<file path="src/rtl/dac_ctrl_pkg.sv">
package dac_ctrl_pkg;
  localparam logic [1:0] MODE_NORM  = 2'b00;
  localparam logic [1:0] MODE_CAL   = 2'b01;
  localparam logic [1:0] MODE_SLEEP = 2'b10;
  localparam logic [1:0] MODE_UNDEF = 2'b11;

  localparam logic [1:0] SEL_DATA = 2'd0;
  localparam logic [1:0] SEL_CMD  = 2'd1;
  localparam logic [1:0] SEL_OFS  = 2'd2;
  localparam logic [1:0] SEL_FS   = 2'd3;

  localparam int BIT_SH   = 2;
  localparam int BIT_CLR  = 3;
  localparam int BIT_CRST = 4;
  localparam int BIT_DF   = 5;

  // An undefined mode code keeps the present mode.
  function automatic logic [1:0] resolve_mode(input logic [1:0] cur, input logic [1:0] req);
    return (req == MODE_UNDEF) ? cur : req;
  endfunction
endpackage

</file>
<file path="src/rtl/dac_downcount.sv">
module dac_downcount #(
  parameter int N = 16
) (
  input  logic clk,
  input  logic rst_n,
  input  logic load,
  output logic active,
  output logic last
);
  localparam int CW = $clog2(N + 1);
  localparam logic [CW-1:0] NV = CW'(N);

  logic [CW-1:0] cnt;

  always_ff @(posedge clk) begin
    if (!rst_n)        cnt <= '0;
    else if (load)     cnt <= NV;
    else if (cnt != 0) cnt <= cnt - 1'b1;
  end

  assign active = (cnt != '0);
  assign last   = (cnt == CW'(1));

  p_cnt_bound_r5: assert property (@(posedge clk) disable iff (!rst_n) cnt <= NV);
  p_load_fills_r5: assert property (@(posedge clk) disable iff (!rst_n) load |=> cnt == NV);
endmodule

</file>
<file path="src/rtl/dac_cmd_decode.sv">
module dac_cmd_decode
  import dac_ctrl_pkg::*;
#(
  parameter int CMD_W = 16
) (
  input  logic             cmd_wr,
  input  logic [1:0]       cur_mode,
  input  logic [CMD_W-1:0] wd,
  output logic [CMD_W-1:0] next_cmd,
  output logic             cal_go,
  output logic             wake_go,
  output logic             clr_go,
  output logic             crst_go
);
  logic [1:0] new_mode;

  always_comb begin
    new_mode = resolve_mode(cur_mode, wd[1:0]);
    next_cmd = wd;
    next_cmd[1:0]    = new_mode;
    next_cmd[BIT_CLR]  = 1'b0;
    next_cmd[BIT_CRST] = 1'b0;
    cal_go  = cmd_wr && (new_mode == MODE_CAL) && wd[BIT_SH];
    wake_go = cmd_wr && (cur_mode == MODE_SLEEP) && (new_mode != MODE_SLEEP);
    clr_go  = cmd_wr && wd[BIT_CLR];
    crst_go = cmd_wr && wd[BIT_CRST];
  end
endmodule

</file>
<file path="src/rtl/dac_mode_ctrl.sv">
module dac_mode_ctrl
  import dac_ctrl_pkg::*;
#(
  parameter int CMD_W       = 16,
  parameter int REG_W       = 24,
  parameter int CAL_CYCLES  = 750000,
  parameter int WAKE_CYCLES = 64
) (
  input  logic             clk,
  input  logic             rst_n,
  input  logic             wr_en,
  input  logic [1:0]       wr_sel,
  input  logic [REG_W-1:0] wr_data,
  input  logic [REG_W-1:0] meas_ofs,
  input  logic [REG_W-1:0] meas_fs,
  output logic [CMD_W-1:0] cmd_q,
  output logic [REG_W-1:0] data_q,
  output logic [REG_W-1:0] ofs_q,
  output logic [REG_W-1:0] fs_q,
  output logic             busy,
  output logic             asleep,
  output logic             waking
);
  localparam logic [CMD_W-1:0] CMD_RESET = {{(CMD_W-2){1'b0}}, MODE_SLEEP};

  // Offset result: two's complement to offset binary.
  function automatic logic [REG_W-1:0] ofs_code(input logic [REG_W-1:0] m);
    return {~m[REG_W-1], m[REG_W-2:0]};
  endfunction

  logic             accept;
  logic             cmd_wr;
  logic [CMD_W-1:0] next_cmd;
  logic             cal_go, wake_go, clr_go, crst_go;
  logic             cal_active, cal_last;
  logic             wake_last;

  assign accept = wr_en && !busy;
  assign cmd_wr = accept && (wr_sel == SEL_CMD);

  dac_cmd_decode #(.CMD_W(CMD_W)) u_dec (
    .cmd_wr   (cmd_wr),
    .cur_mode (cmd_q[1:0]),
    .wd       (wr_data[CMD_W-1:0]),
    .next_cmd (next_cmd),
    .cal_go   (cal_go),
    .wake_go  (wake_go),
    .clr_go   (clr_go),
    .crst_go  (crst_go)
  );

  dac_downcount #(.N(CAL_CYCLES)) u_cal_tmr (
    .clk    (clk),
    .rst_n  (rst_n),
    .load   (cal_go),
    .active (cal_active),
    .last   (cal_last)
  );

  dac_downcount #(.N(WAKE_CYCLES)) u_wake_tmr (
    .clk    (clk),
    .rst_n  (rst_n),
    .load   (wake_go),
    .active (waking),
    .last   (wake_last)
  );

  assign busy   = cal_active;
  assign asleep = (cmd_q[1:0] == MODE_SLEEP);

  always_ff @(posedge clk) begin
    if (!rst_n)        cmd_q <= CMD_RESET;
    else if (cal_last) cmd_q[1:0] <= MODE_NORM;
    else if (cmd_wr)   cmd_q <= next_cmd;
  end

  always_ff @(posedge clk) begin
    if (!rst_n)                              data_q <= '0;
    else if (clr_go)                         data_q <= '0;
    else if (accept && wr_sel == SEL_DATA)   data_q <= wr_data;
  end

  always_ff @(posedge clk) begin
    if (!rst_n) begin
      ofs_q <= '0;
      fs_q  <= '0;
    end else if (cal_last) begin
      ofs_q <= ofs_code(meas_ofs);
      fs_q  <= meas_fs;
    end else if (crst_go) begin
      ofs_q <= '0;
      fs_q  <= '0;
    end else if (accept) begin
      if (wr_sel == SEL_OFS) ofs_q <= wr_data;
      if (wr_sel == SEL_FS)  fs_q  <= wr_data;
    end
  end

  p_no_undef_mode_r3: assert property (@(posedge clk) disable iff (!rst_n)
    cmd_q[1:0] != MODE_UNDEF);
  p_cal_start_r4: assert property (@(posedge clk) disable iff (!rst_n)
    (wr_en && !busy && wr_sel == SEL_CMD && wr_data[1:0] == MODE_CAL && wr_data[BIT_SH]) |=> busy);
  p_write_blocked_r6: assert property (@(posedge clk) disable iff (!rst_n)
    (busy && wr_en && wr_sel == SEL_DATA) |=> $stable(data_q));
  p_cal_end_mode_r7: assert property (@(posedge clk) disable iff (!rst_n)
    $fell(busy) |-> cmd_q[1:0] == MODE_NORM);
  p_clear_r8: assert property (@(posedge clk) disable iff (!rst_n)
    (wr_en && !busy && wr_sel == SEL_CMD && wr_data[BIT_CLR]) |=> data_q == '0);
  p_cal_reset_r9: assert property (@(posedge clk) disable iff (!rst_n)
    (wr_en && !busy && wr_sel == SEL_CMD && wr_data[BIT_CRST]) |=> (ofs_q == '0 && fs_q == '0));
  p_wake_from_sleep_r10: assert property (@(posedge clk) disable iff (!rst_n)
    $rose(waking) |-> $past(cmd_q[1:0]) == MODE_SLEEP);
  p_wake_end_r10: assert property (@(posedge clk) disable iff (!rst_n)
    (wake_last && !wake_go) |=> !waking);
endmodule

</file>
<file path="config.mk">
export PLATFORM = sky130hd
export DESIGN_NAME = dac_mode_ctrl
export DESIGN_NICKNAME = d
export VERILOG_FILES = /design/src/rtl/dac_ctrl_pkg.sv /design/src/rtl/dac_downcount.sv /design/src/rtl/dac_cmd_decode.sv /design/src/rtl/dac_mode_ctrl.sv
export SDC_FILE = /design/constraint.sdc
export NUM_CORES = 1
export LEC_CHECK = 0
export ABC_CLOCK_PERIOD_IN_PS = 3200
export BUFFER_PORTS_ARGS = -buffer_cell sky130_fd_sc_hd__clkbuf_2
export CAP_MARGIN = 20
export CORE_MARGIN = 4
export CORE_UTILIZATION = 48
export CTS_BUF_LIST = sky130_fd_sc_hd__clkbuf_8
export CTS_CLUSTER_SIZE = 12
export DETAILED_ROUTE_END_ITERATION = 7
export PLACE_DENSITY_LB_ADDON = 0.2
export SETUP_SLACK_MARGIN = 0.15
export SLEW_MARGIN = 20
export SYNTH_ARGS = -nofsm -noshare
export SYNTH_HDL_FRONTEND = slang
export SYNTH_HIERARCHICAL = 1
export SYNTH_SLANG_ARGS = --single-unit
</file>
<file path="constraint.sdc">
create_clock -name clk -period 3.2 [get_ports clk]
set_clock_uncertainty 0.2 [all_clocks]
set_input_delay 0.64 -clock clk [delete_from_list [all_inputs] [get_ports clk]]
set_output_delay 0.64 -clock clk [all_outputs]
set_load 0.01 [all_outputs]
</file>
==> reports/qor.txt <==
Run status -> finished, final reports clean
Switch Pwr -> 2.71 mW
Worst r2r src -> u_cal_tmr/cnt[0]
Min-Delay Path Class -> primary input to flop
Synthesized area -> 5590 sq um
CTS sink count -> 115
PwrDens -> 951 nW/um^2
Crit path time final -> 2.90 ns
Total congestion overflow -> 0
Reg-to-Reg End -> fs_q[13]
H-tree lvl count -> 4
Cell count after synthesis -> 633
Hold depth -> 3
Largest net degree at the start of global routing -> 55
Maximum root-to-sink buffer count -> 2
Clock power frac -> 22.7%
CP Max Fanout -> 24
Sequential share of power -> 33.9%
Die area -> 13,400 sq um
I/O Buffers -> 167
Hold Path Sink -> data_q[20]
DIE WIDTH -> 116 um
Final worst slack -> 0.298 ns
Total Routing Usage GR -> 24.4%
Total Wirelength -> 16,900 um
Core area -> 11,400 sq um
Routed wire per std cell -> 18.2 um
R2R Setup Slk -> 0.30 ns
1st-iter DRT viols -> 545
Starting density of the core -> 48.9%
Final Hold Fails -> 0
Yosys warns -> 6
Avg Cell Area, Syn -> 8.83 sq um
First-pass GRT wire length -> 25,800 um
Io pins -> 168
Crit. End Element -> flop
Core Util, Final -> 59.6%
Drc violations -> 0
Drt first pass iters -> 5
Via density -> 5.88
Vias in the first global route -> 5,003
Reg clk slew, reported paths -> 0.08 ns
Initial antenna violation count -> 0
Combinational share of power -> 43.4%
Worst slack at placement -> 0.311 ns
Routability cong. -> 0.883
RSZ-0062 raised after global routing -> yes
Final nets -> 856
Post-route setup TNS -> 0 ns
Startpoint types -> flop
Max-slew violation count -> 0
CP Launch Point -> u_cal_tmr/cnt[0]
Pleak -> 2.93 nW
Chip height -> 116 um
CTS tree -> built
Internal power -> 3.76 mW
Crit path DAT -> 3.02 ns
Post-DP HPWL -> 12,100 um
Max_cap viols -> 0
CP Data Required Time -> 3.31 ns
Clock Tree Root -> clkbuf_8
Period utilization -> 90.7%
Rows -> 39
Fillers -> 1,058
Share of layout cells above drive strength 1 -> 33.4%
Num CTS Buffers -> 17
Fmax -> 345 MHz
Area growth syn-to-layout -> 21.7%
# diodes -> 0
Worst Hold Launch -> wr_data[20]
Reg2reg path depth -> 11
Max IR drop VDD -> 501 uV
Slew margin rel. -> 53.8%
Worst-Skew Late Latency -> 0.43 ns
Crit path kind -> flop to flop
Worst Tran Pin Value -> 0.691 ns
DR vias -> 5,465
Final setup violation count -> 0
Number of setup buffers added after CTS -> 0
Switch share -> 41.9%
Final ANT Viol Nets -> 0
==> stage by stage <==
stage / hold slack [ns] / std cells / power (mW) / instance area, sq um
floorplan: 0.243 / 634 / 4.09 / 5600
global placement: 0.241 / 896 / 4.82 / 6330
detailed placement: 0.248 / 896 / 4.91 / 6330
CTS: 0.217 / 928 / 6.40 / 6760
global route: 0.233 / 930 / 6.88 / 6800
finish: 0.241 / 930 / 6.47 / 6800
==> repair_timing <==
action                                  4_1_cts  5_1_grt
hold buffers                                  0        0
endpoints found under the setup margin        0       53
hold endpoints to repair                      0        0
gates resized for setup                       0        2
==> cell usage in the layout, fill, tap and decap left out, drive strengths merged, types with 2 or more instances in the layout <==
cell      instances
a211oi            3
a21boi            2
a21oi            35
a311oi            2
a31oi            52
and2              3
and4              4
and4bb            2
buf              20
bufinv            3
clkbuf          185
clkinv            3
clkinvlp          2
conb              2
dfxtp           115
ha                5
inv              18
mux2i            19
nand2           154
nand2b            7
nand3             5
nand4             6
nand4b            3
nor2              9
nor2b             4
nor3             13
nor3b             4
nor4              8
nor4b             2
o21ai             8
o31a              3
o31ai            55
o41ai             6
or2               3
or3               3
or4               8
or4b              2
xnor2             2
==> critical path: stages (launching register included) <==
cell,delay (ns)
dfxtp_1,0.42
inv_1,0.11
ha_1,0.23
nor4b_4,0.15
and4_1,0.24
nand2_1,0.09
and4bb_4,0.23
and2_1,0.21
or2_4,0.31
clkbuf_16,0.21
o31ai_1,0.35
a31oi_2,0.05
==> power by group through the flow <==
stage	logic, mW	clock network, mW	registers (mW)
final	2.81	1.47	2.19
after global placement	2.63	0	2.19
after detailed placement	2.72	0	2.20
after floorplan	1.88	0	2.21
after CTS	2.73	1.49	2.18
after global routing	3.09	1.56	2.24
==> layout make-up <==
type	instances	area (sq um)	share of cell area [%]
timing repair buffer	188	1040	15.2
multi-input combinational	441	2820	41.4
tap	143	179	2.63
clock buffer	17	234	3.44
clock inverter	15	194	2.85
inverter	11	41.3	0.607
sequential	115	2300	33.8
==> flip-flops by register name, indices dropped and copies added, names as in the netlist <==
register / count
u_cal_tmr/cnt: 20
fs_q: 24
cmd_q: 16
data_q: 24
ofs_q: 24
u_wake_tmr/cnt: 7
==> metal layers <==
metal / track usage, % / wire length, um / share of wire (%)
met1: 34.2 / 7210 / 43
met2: 35.2 / 7460 / 44
met3: 6.53 / 1690 / 10
met4: 10.7 / 541 / 3.2
met5: 0 / 0 / 0
==> how the worst max path moves through the flow <==
stage           endpoint  slack (ns)  cells past startpoint
2_1_floorplan  ofs_q[18]        0.22                     12
3_3_place_gp    fs_q[17]        0.44                     11
3_5_place_dp   ofs_q[18]        0.31                     11
4_1_cts        ofs_q[18]        0.25                     11
5_1_grt          fs_q[5]        0.16                     10
6_report        fs_q[13]        0.30                     11
Power figures use the tool's default switching activity.
